**config.mk**
```make
export PLATFORM = sky130hd
export DESIGN_NAME = hbr_ctrl_regfile
export DESIGN_NICKNAME = d
export VERILOG_FILES = /design/src/rtl/hbr_pkg.sv /design/src/rtl/hbr_win_decode.sv /design/src/rtl/hbr_access_rules.sv /design/src/rtl/hbr_reg_store.sv /design/src/rtl/hbr_ctrl_regfile.sv
export SDC_FILE = /design/constraint.sdc
export NUM_CORES = 2
export LEC_CHECK = 0
export BUFFER_PORTS_ARGS = -buffer_cell sky130_fd_sc_hd__buf_4
export CAP_MARGIN = 10
export CORE_UTILIZATION = 55
export CTS_CLUSTER_SIZE = 14
export DETAILED_ROUTE_END_ITERATION = 7
export GPL_TIMING_DRIVEN = 0
export PLACE_DENSITY = 0.8
export RECOVER_POWER = 50
export REMOVE_ABC_BUFFERS = 1
export SLEW_MARGIN = 20
export SYNTH_ARGS = -nofsm -noshare
export SYNTH_HDL_FRONTEND = slang
export SYNTH_SLANG_ARGS = --single-unit
```
**constraint.sdc**
```tcl
create_clock -name clk -period 7.4 [get_ports clk]
set_clock_uncertainty 0.1 [all_clocks]
set_input_delay 0.37 -clock clk [delete_from_list [all_inputs] [get_ports clk]]
set_output_delay 0.37 -clock clk [all_outputs]
set_load 0.02 [all_outputs]
```
**src/rtl/hbr_pkg.sv**
```systemverilog
// Shared definitions for the bridge control register file: register
// indices, write masks, write-operation encoding and the per-access rule
// record. Assumes a 6-bit register index space.
package hbr_pkg;

    localparam int IDX_W     = 6;
    localparam int NUM_SLOTS = 22;

    typedef logic [IDX_W-1:0] idx_t;

    localparam idx_t IX_FAULT     = 6'h00;
    localparam idx_t IX_FAULT_AND = 6'h01;
    localparam idx_t IX_FAULT_OR  = 6'h02;
    localparam idx_t IX_ACT0      = 6'h06;
    localparam idx_t IX_ACT1      = 6'h07;
    localparam idx_t IX_BASE      = 6'h0A;
    localparam idx_t IX_AUX       = 6'h0B;
    localparam idx_t IX_CTL       = 6'h0E;
    localparam idx_t IX_EMASK     = 6'h0F;
    localparam idx_t IX_CTL_SET   = 6'h12;
    localparam idx_t IX_CTL_CLR   = 6'h13;
    localparam idx_t IX_DMAHI     = 6'h14;
    localparam idx_t IX_ISTAT     = 6'h15;

    localparam logic [63:0] BASE_MASK = 64'h0003_FFFF_FFF0_0000;
    localparam logic [63:0] BASE_EN   = 64'h0000_0000_0000_0001;
    localparam logic [63:0] AUX_MASK  = 64'h0003_FFFF_0000_0000;
    localparam logic [63:0] ALL_ONES  = 64'hFFFF_FFFF_FFFF_FFFF;

    typedef enum logic [2:0] {
        OP_NONE,
        OP_LOAD,
        OP_AND,
        OP_OR,
        OP_CLR
    } wop_e;

    typedef struct packed {
        wop_e        op;
        idx_t        tgt;
        logic [63:0] mask;
        logic        rd_ok;
        logic        err;
        logic        unimp;
    } rule_t;

    // True for a slot index that owns a physical register.
    function automatic bit has_storage(input int i);
        return (i == int'(IX_FAULT)) || (i == int'(IX_ACT0))  ||
               (i == int'(IX_ACT1))  || (i == int'(IX_BASE))  ||
               (i == int'(IX_AUX))   || (i == int'(IX_CTL))   ||
               (i == int'(IX_EMASK)) || (i == int'(IX_DMAHI)) ||
               (i == int'(IX_ISTAT));
    endfunction

    // Combine old contents with write data under a keep mask.
    function automatic logic [63:0] apply_op(input wop_e op,
                                             input logic [63:0] cur,
                                             input logic [63:0] dat,
                                             input logic [63:0] keep);
        logic [63:0] r;
        case (op)
            OP_LOAD: r = dat;
            OP_AND:  r = cur & dat;
            OP_OR:   r = cur | dat;
            OP_CLR:  r = cur & ~dat;
            default: r = cur;
        endcase
        return r & keep;
    endfunction

endpackage

```
**src/rtl/hbr_win_decode.sv**
```systemverilog
// Window decoder for the memory-mapped port. Flags a hit when the window is
// enabled and the address lies in the aligned 2**WIN_SHIFT byte window at
// the base, and maps the in-window offset to a register index (offset/8 +
// 0x0A). Assumes WIN_SHIFT > IDX_W + 3 and WIN_SHIFT < 32.
module hbr_win_decode
    import hbr_pkg::*;
#(
    parameter int ADDR_W    = 50,
    parameter int WIN_SHIFT = 20
) (
    input  logic [ADDR_W-1:0]         addr,
    input  logic [ADDR_W-WIN_SHIFT-1:0] base_hi,
    input  logic                      base_en,
    output logic                      hit,
    output logic                      aligned,
    output logic                      in_range,
    output idx_t                      idx
);

    localparam int WORD_W = WIN_SHIFT - 3;

    logic [31:0] word;

    // Compare the upper address bits with the base and check enable.
    always_comb hit = base_en && (addr[ADDR_W-1:WIN_SHIFT] == base_hi);

    // Full 8-byte accesses need the three low address bits clear.
    always_comb aligned = (addr[2:0] == 3'b000);

    // Offset in words, rebased to the first register reachable here.
    always_comb begin
        word     = 32'(addr[WIN_SHIFT-1:3]) + 32'(IX_BASE);
        in_range = (word < (32'd1 << IDX_W));
        idx      = word[IDX_W-1:0];
    end

    if (WORD_W <= IDX_W) begin : g_bad_cfg
        initial $error("window too small for the index space");
    end

endmodule

```
**src/rtl/hbr_access_rules.sv**
```systemverilog
// Access classifier: for one decoded access gives the write operation, the
// target register, the keep mask, whether a read returns data, and the
// error/unimplemented class. Purely combinational; assumes the index is
// only meaningful when aligned and in range.
module hbr_access_rules
    import hbr_pkg::*;
(
    input  idx_t  idx,
    input  logic  aligned,
    input  logic  in_range,
    input  logic  from_mmio,
    input  logic  we,
    output rule_t rule
);

    // Classify the access by index, port and direction.
    always_comb begin
        rule       = '0;
        rule.op    = OP_NONE;
        rule.tgt   = idx;
        rule.mask  = ALL_ONES;
        if (!aligned) begin
            rule.err = 1'b1;
        end else if (!in_range) begin
            rule.unimp = 1'b1;
        end else begin
            case (idx)
                IX_FAULT, IX_ACT0, IX_ACT1, IX_CTL, IX_EMASK, IX_DMAHI: begin
                    rule.rd_ok = 1'b1;
                    if (we) rule.op = OP_LOAD;
                end
                IX_FAULT_AND: begin
                    if (we) begin
                        rule.op  = OP_AND;
                        rule.tgt = IX_FAULT;
                    end else begin
                        rule.unimp = 1'b1;
                    end
                end
                IX_FAULT_OR: begin
                    if (we) begin
                        rule.op  = OP_OR;
                        rule.tgt = IX_FAULT;
                    end else begin
                        rule.unimp = 1'b1;
                    end
                end
                IX_CTL_SET: begin
                    if (we) begin
                        rule.op  = OP_OR;
                        rule.tgt = IX_CTL;
                    end else begin
                        rule.unimp = 1'b1;
                    end
                end
                IX_CTL_CLR: begin
                    if (we) begin
                        rule.op  = OP_CLR;
                        rule.tgt = IX_CTL;
                    end else begin
                        rule.unimp = 1'b1;
                    end
                end
                IX_BASE: begin
                    rule.rd_ok = 1'b1;
                    if (we) begin
                        if (from_mmio) begin
                            rule.err = 1'b1;
                        end else begin
                            rule.op   = OP_LOAD;
                            rule.mask = BASE_MASK | BASE_EN;
                        end
                    end
                end
                IX_AUX: begin
                    rule.rd_ok = 1'b1;
                    if (we) begin
                        rule.op   = OP_LOAD;
                        rule.mask = AUX_MASK;
                    end
                end
                IX_ISTAT: begin
                    rule.rd_ok = 1'b1;
                    if (we) rule.err = 1'b1;
                end
                default: rule.unimp = 1'b1;
            endcase
        end
    end

endmodule

```
**src/rtl/hbr_reg_store.sv**
```systemverilog
// Sparse register storage with one write port and two read ports. Slots
// without a register read as zero and own no flops. The status slot follows
// an external vector every cycle; the base slot resets to a configured
// value. Assumes the caller issues at most one write per cycle.
module hbr_reg_store
    import hbr_pkg::*;
#(
    parameter logic [63:0] DEF_BASE = 64'h0000_0001_2340_0000
) (
    input  logic        clk,
    input  logic        rst_n,
    input  wop_e        wr_op,
    input  idx_t        wr_idx,
    input  logic [63:0] wr_mask,
    input  logic [63:0] wr_data,
    input  logic [63:0] istat_in,
    input  idx_t        rd_idx_a,
    input  idx_t        rd_idx_b,
    output logic [63:0] rd_data_a,
    output logic [63:0] rd_data_b,
    output logic [63:0] base_q
);

    localparam logic [63:0] BASE_RST = (DEF_BASE & BASE_MASK) | BASE_EN;

    logic [63:0] slots [NUM_SLOTS];

    for (genvar i = 0; i < NUM_SLOTS; i++) begin : g_slot
        if (i == int'(IX_ISTAT)) begin : g_stat
            logic [63:0] q;
            // Mirror the external status vector, cleared in reset.
            always_ff @(posedge clk) begin
                if (!rst_n) q <= '0;
                else        q <= istat_in;
            end
            assign slots[i] = q;
        end else if (has_storage(i)) begin : g_reg
            localparam logic [63:0] RST = (i == int'(IX_BASE)) ? BASE_RST : '0;
            logic [63:0] q;
            // Hold the register and apply the selected write operation.
            always_ff @(posedge clk) begin
                if (!rst_n)
                    q <= RST;
                else if (wr_op != OP_NONE && wr_idx == idx_t'(i))
                    q <= apply_op(wr_op, q, wr_data, wr_mask);
            end
            assign slots[i] = q;
        end else begin : g_none
            assign slots[i] = '0;
        end
    end

    // Read port A, guarded against indices past the last slot.
    always_comb begin
        rd_data_a = '0;
        for (int k = 0; k < NUM_SLOTS; k++)
            if (rd_idx_a == idx_t'(k)) rd_data_a = slots[k];
    end

    // Read port B, same decode as port A.
    always_comb begin
        rd_data_b = '0;
        for (int k = 0; k < NUM_SLOTS; k++)
            if (rd_idx_b == idx_t'(k)) rd_data_b = slots[k];
    end

    assign base_q = slots[IX_BASE];

endmodule

```
**src/rtl/hbr_ctrl_regfile.sv**
```systemverilog
// Top of the dual-port bridge control register file. Decodes both ports,
// classifies each access, serialises writes with the configuration port
// first, and registers read data and error/unimplemented pulses one cycle
// after the request. Assumes requests are single-cycle strobes.
module hbr_ctrl_regfile
    import hbr_pkg::*;
#(
    parameter int          ADDR_W    = 50,
    parameter int          CFG_AW    = 8,
    parameter int          WIN_SHIFT = 20,
    parameter logic [63:0] DEF_BASE  = 64'h0000_0001_2340_0000
) (
    input  logic              clk,
    input  logic              rst_n,
    input  logic              cfg_req,
    input  logic              cfg_we,
    input  logic [CFG_AW-1:0] cfg_addr,
    input  logic [63:0]       cfg_wdata,
    output logic              cfg_rvalid,
    output logic [63:0]       cfg_rdata,
    output logic              cfg_err,
    output logic              cfg_unimp,
    input  logic              mmio_req,
    input  logic              mmio_we,
    input  logic [ADDR_W-1:0] mmio_addr,
    input  logic [63:0]       mmio_wdata,
    output logic              mmio_rvalid,
    output logic [63:0]       mmio_rdata,
    output logic              mmio_err,
    output logic              mmio_unimp,
    input  logic [63:0]       irq_stat_in
);

    logic [31:0] cfg_word;
    logic        cfg_aligned;
    logic        cfg_in_range;
    idx_t        cfg_idx;
    rule_t       cfg_rule;

    logic        mm_hit;
    logic        mm_aligned;
    logic        mm_in_range;
    idx_t        mm_idx;
    rule_t       mm_rule;
    logic        mm_active;
    logic        mm_clash;

    wop_e        wr_op;
    idx_t        wr_idx;
    logic [63:0] wr_mask;
    logic [63:0] wr_data;
    logic [63:0] cfg_rd;
    logic [63:0] mm_rd;
    logic [63:0] bar_q;

    // Configuration port index: byte address divided by eight.
    always_comb begin
        cfg_word     = 32'(cfg_addr >> 3);
        cfg_aligned  = (cfg_addr[2:0] == 3'b000);
        cfg_in_range = (cfg_word < (32'd1 << IDX_W));
        cfg_idx      = cfg_word[IDX_W-1:0];
    end

    hbr_win_decode #(
        .ADDR_W    (ADDR_W),
        .WIN_SHIFT (WIN_SHIFT)
    ) u_win (
        .addr     (mmio_addr),
        .base_hi  (bar_q[ADDR_W-1:WIN_SHIFT]),
        .base_en  (bar_q[0]),
        .hit      (mm_hit),
        .aligned  (mm_aligned),
        .in_range (mm_in_range),
        .idx      (mm_idx)
    );

    hbr_access_rules u_cfg_rules (
        .idx       (cfg_idx),
        .aligned   (cfg_aligned),
        .in_range  (cfg_in_range),
        .from_mmio (1'b0),
        .we        (cfg_we),
        .rule      (cfg_rule)
    );

    hbr_access_rules u_mm_rules (
        .idx       (mm_idx),
        .aligned   (mm_aligned),
        .in_range  (mm_in_range),
        .from_mmio (1'b1),
        .we        (mmio_we),
        .rule      (mm_rule)
    );

    // A memory-mapped access counts only on a window hit; it loses a clash.
    always_comb begin
        mm_active = mmio_req && mm_hit;
        mm_clash  = mm_active && cfg_req;
    end

    // Pick the single write of this cycle, configuration port first.
    always_comb begin
        wr_op   = OP_NONE;
        wr_idx  = cfg_rule.tgt;
        wr_mask = cfg_rule.mask;
        wr_data = cfg_wdata;
        if (cfg_req && cfg_we) begin
            wr_op = cfg_rule.op;
        end else if (mm_active && !mm_clash && mmio_we) begin
            wr_op   = mm_rule.op;
            wr_idx  = mm_rule.tgt;
            wr_mask = mm_rule.mask;
            wr_data = mmio_wdata;
        end
    end

    hbr_reg_store #(
        .DEF_BASE (DEF_BASE)
    ) u_store (
        .clk       (clk),
        .rst_n     (rst_n),
        .wr_op     (wr_op),
        .wr_idx    (wr_idx),
        .wr_mask   (wr_mask),
        .wr_data   (wr_data),
        .istat_in  (irq_stat_in),
        .rd_idx_a  (cfg_idx),
        .rd_idx_b  (mm_idx),
        .rd_data_a (cfg_rd),
        .rd_data_b (mm_rd),
        .base_q    (bar_q)
    );

    // Configuration port response slot, one cycle after the request.
    always_ff @(posedge clk) begin
        if (!rst_n) begin
            cfg_rvalid <= 1'b0;
            cfg_rdata  <= '0;
            cfg_err    <= 1'b0;
            cfg_unimp  <= 1'b0;
        end else begin
            cfg_rvalid <= cfg_req && !cfg_we;
            cfg_rdata  <= (cfg_rule.rd_ok && !cfg_rule.err && !cfg_rule.unimp)
                          ? cfg_rd : ALL_ONES;
            cfg_err    <= cfg_req && cfg_rule.err;
            cfg_unimp  <= cfg_req && cfg_rule.unimp;
        end
    end

    // Memory-mapped port response slot; silent on a window miss.
    always_ff @(posedge clk) begin
        if (!rst_n) begin
            mmio_rvalid <= 1'b0;
            mmio_rdata  <= '0;
            mmio_err    <= 1'b0;
            mmio_unimp  <= 1'b0;
        end else begin
            mmio_rvalid <= mm_active && !mmio_we;
            mmio_rdata  <= (!mm_clash && mm_rule.rd_ok && !mm_rule.err &&
                            !mm_rule.unimp) ? mm_rd : ALL_ONES;
            mmio_err    <= mm_active && (mm_clash || mm_rule.err);
            mmio_unimp  <= mm_active && !mm_clash && mm_rule.unimp;
        end
    end

endmodule

```
==> impl_metrics.py <==
metrics = {
    "global_route": {
        "grt_usage_pct": 46.3,
        "grt_pass1_vias": 39364,
        "antenna_found_initial": 6,
        "use_met3_pct": 19.3,
        "grt_max_degree": 110,
        "grt-ovfl-total": 0,
        "grtUsageMet2_pct": 67.1,
        "grtUsageMet1_pct": 55.7,
        "grt_pass1_wl_um": 238000,
        "busiest_layer": "met2",
    },
    "critical_path": {
        "cpMostUsedCell": "nor4_2",
        "path_depth": 10,
        "critical_path.max_stage_delay_ns": 1.05,
        "crit_slowest_cell": "o22a_1",
        "cp.arrival_ns": 7.18,
        "cp_top_family": "simple AND/OR/NAND/NOR gates",
        "critical_path.cell_chain": "xor2_1 > nor4_2 > nand4_1 > nor4_2 > nand2_4 > buf_16 > mux2_1 > o22a_1 > nand2_1 > o221ai_1",
        "cp-start-kind": "flip-flop",
        "cp_max_fo": 43,
        "path_class": "reg -> reg",
        "rr_worst_depth": 10,
        "crit_buf_inv": 1,
        "end_kind": "flip-flop",
        "critPathRequiredTime_ns": 7.85,
    },
    "place": {
        "port_buffers": 389,
        "place_inst": 5177,
        "dp_hpwl_um": 102000,
        "globalplace.congestion": 0.925,
        "preCtsSetupSlack_ns": 1.54,
    },
    "sta": {
        "maxSlewViolCount": 475,
        "hold_violations": 0,
        "setup_viol": 0,
        "post-route-min-period_ns": 6.73,
        "grt_setup_unrepaired": "no",
        "hold-worst-slack_ns": 0.0162,
        "totalNegativeSetupSlack_ns": 0,
        "timing.final.ws_setup_ns": 0.671,
        "finalCritPeriodShare_pct": 90.9,
        "max_slew_margin_pct": -238,
        "fmax_mhz": 149,
        "worst_slew_pin_slew_ns": 5.06,
    },
    "hold_path": {
        "hold_class": "in -> reg",
        "whs_path_depth": 4,
    },
    "synthesis": {
        "synth_top_area_share_pct": 39.1,
        "synthFlopType": "dfxtp_1",
        "ys_types": 80,
        "ys_async_sr_fraction_pct": 0,
        "yosys_warnings": 0,
        "synth.top_cells.by_area": "dfxtp_1 (39%), a211oi_1 (7.3%), a31oi_1 (6.6%)",
        "synth.area.mux_share_pct": 5.83,
        "synth_xor_area_share_pct": 0.965,
        "seq_area_frac_synth_pct": 39.1,
        "postSynthAreaPerCell_um2": 8.69,
        "synth.largest_area_cell": "dfxtp_1",
        "synth_cells": 4176,
        "syn_area_um2": 36300,
        "synth_compound_area_share_pct": 36.3,
        "synth_top_family_by_area": "compound AO/OA/AOI/OAI gates",
        "yosys.area_share.simple_pct": 11.9,
        "synthAdderAreaFrac_pct": 0.0345,
        "synth_seq_cells": 710,
        "synth_edf_count": 0,
    },
    "floorplanning": {
        "coreArea_um2": 64800,
        "dieWidth_um": 259,
        "die_y_um": 259,
        "die-area_um2": 67000,
        "placementRows": 93,
        "initial_utilization_pct": 56.0,
        "num_io_pins": 390,
    },
    "layout": {
        "area_growth_pct": 22.3,
        "fin_nets": 4750,
        "drive_gt1_share_pct": 17.4,
        "instances_no_fill": 5409,
    },
    "status": {
        "violations": "design-rule violations, max-capacitance violations, max-slew violations",
        "status": "finished with violations",
    },
    "clock_tree": {
        "clock_path_buffers": 3,
        "cts_resized": 0,
        "root_buffer": "clkbuf_16",
        "clk_pin_slew_ns": 0.06,
        "clock-sinks": 710,
        "cts_buffers": 77,
        "h-tree-depth": 3,
        "clock_latency_ns": 0.68,
        "cts_tree": "yes",
    },
    "routing": {
        "viasPerCell": 7.67,
        "drc": 46,
        "vias": 41471,
        "drt_iter0_drc": 8218,
        "wirelength_um": 162000,
        "drtAntennaViolNets": 0,
        "wire_per_inst_um": 29.9,
        "dr.pass1.iters": 8,
    },
    "power_and_ir_drop": {
        "p_per_area_nw_per_um2": 196,
        "p_leak_nw": 16.0,
        "ir_drop_uv": 185,
        "p_total_mw": 8.72,
    },
    "job": {
        "cap_violations": 7,
    },
}
-- state kept, by name (all words and copies together) (netlist names) --
register and count:
cfg_rvalid 1, u_store.g_slot.g_stat.q 64, mmio_rvalid 1, mmio_rdata 64, cfg_rdata 64, cfg_err 1
u_store.base_q 64, cfg_unimp 1, mmio_err 1, u_store.g_slot.g_reg.q 448, mmio_unimp 1
-- tightest hold or removal path: stages --
cell and delay (ns):
buf_4 0.09, or3_1 0.11, a31oi_1 0.08, nor2_1 0.09
-- through the flow --
stage	util (%)	cell area [µm²]
final	68.5	44400
after global routing	68.5	44400
after CTS	69.6	45100
after detailed placement	64.3	41700
after global placement	59.2	38400
after floorplan	-	34400
-- synth_stat cells, drive strengths merged (8+ instances only) --
library cell and number:
buf 99, mux2i 117, a41oi 13, and2 130, nor2b 21, a221oi 193
mux2 84, a21oi 225, xnor2 17, nor3 24, xor2 23, o21ai 141
inv 47, dfxtp 710, a22oi 253, nor4 16, nand2 138, a22o 66
a31oi 387, o31ai 8, o221ai 36, nand3 129, clkbuf 359, or3 10
nand4 12, nor3b 11, nor2 314, a211oi 413, nand2b 10, and3 38
o22ai 45
-- metal layers --
layer	part of all wire [%]	vias to the layer above
li1	-	16958
met1	34	18960
met2	40	4211
met3	17	1332
met4	8.8	10
met5	0.035	-
-- power breakdown --
group | switching, mW | internal [mW] | leakage [nW]
sequential | 0.0281 | 3.88 | 5.78
combinational | 0.543 | 0.305 | 8.97
clock | 1.68 | 2.27 | 1.24
total | 2.25 | 6.46 | 16.0
-- placed cells by master, fill, tap and decap left out, types with 21 or more instances in the layout --
cell type	Yosys	routed
inv_1	47	46
nor2_1	314	310
buf_6	17	41
a211oi_1	354	354
o221ai_1	36	36
dfxtp_1	710	710
a22o_1	66	66
clkbuf_1	359	165
dlygate4sd3_1	0	91
buf_4	2	340
mux2i_1	117	117
nand3_1	128	128
o22ai_1	44	44
xor2_1	23	23
a221oi_1	192	192
and2_0	2	36
a211oi_2	59	59
a21oi_1	223	221
mux2_2	84	83
clkbuf_16	0	81
nand2_1	137	136
and2_1	128	87
nor2b_1	21	21
a31oi_1	385	383
buf_16	0	36
and3_1	38	37
a22oi_1	253	253
o21ai_0	138	138
-- area by class of cell --
class,count,area (µm²)
antenna,3,7.51
clock buffer,114,2280
clock inverter,23,249
fill,5052,20400
inverter,47,184
multi-input combinational,2961,20300
sequential,710,14200
tap,855,1070
timing repair buffer,696,6100
-- cells by family after synthesis --
kind of cell / after synthesis
AOI/OAI and AO/OA: 1837
and+or+nand+nor: 882
DFF: 710
buffers and inverters: 505
muxes: 201
xor gates and xnor gates: 40
adders and majority gates: 1
-- final timing paths --
check	startpoint	endpoint	slack [ns]
setup / recovery	u_store.base_q[36]	u_store.g_slot[0].g_reg.q[38]	0.67
hold reg to reg	u_store.g_slot[11].g_reg.q[30]	u_store.g_slot[11].g_reg.q[30]	0.39
setup reg to reg	u_store.base_q[36]	u_store.g_slot[0].g_reg.q[38]	0.67
hold / removal	cfg_addr[0]	cfg_err	0.02
-- repair_timing --
item,CTS,global route
hold endpoints to repair,72,0
endpoints found under the setup margin,0,0
hold buffers,91,0
buffers inserted,0,0
No activity file was read; power rests on OpenSTA's default activity.
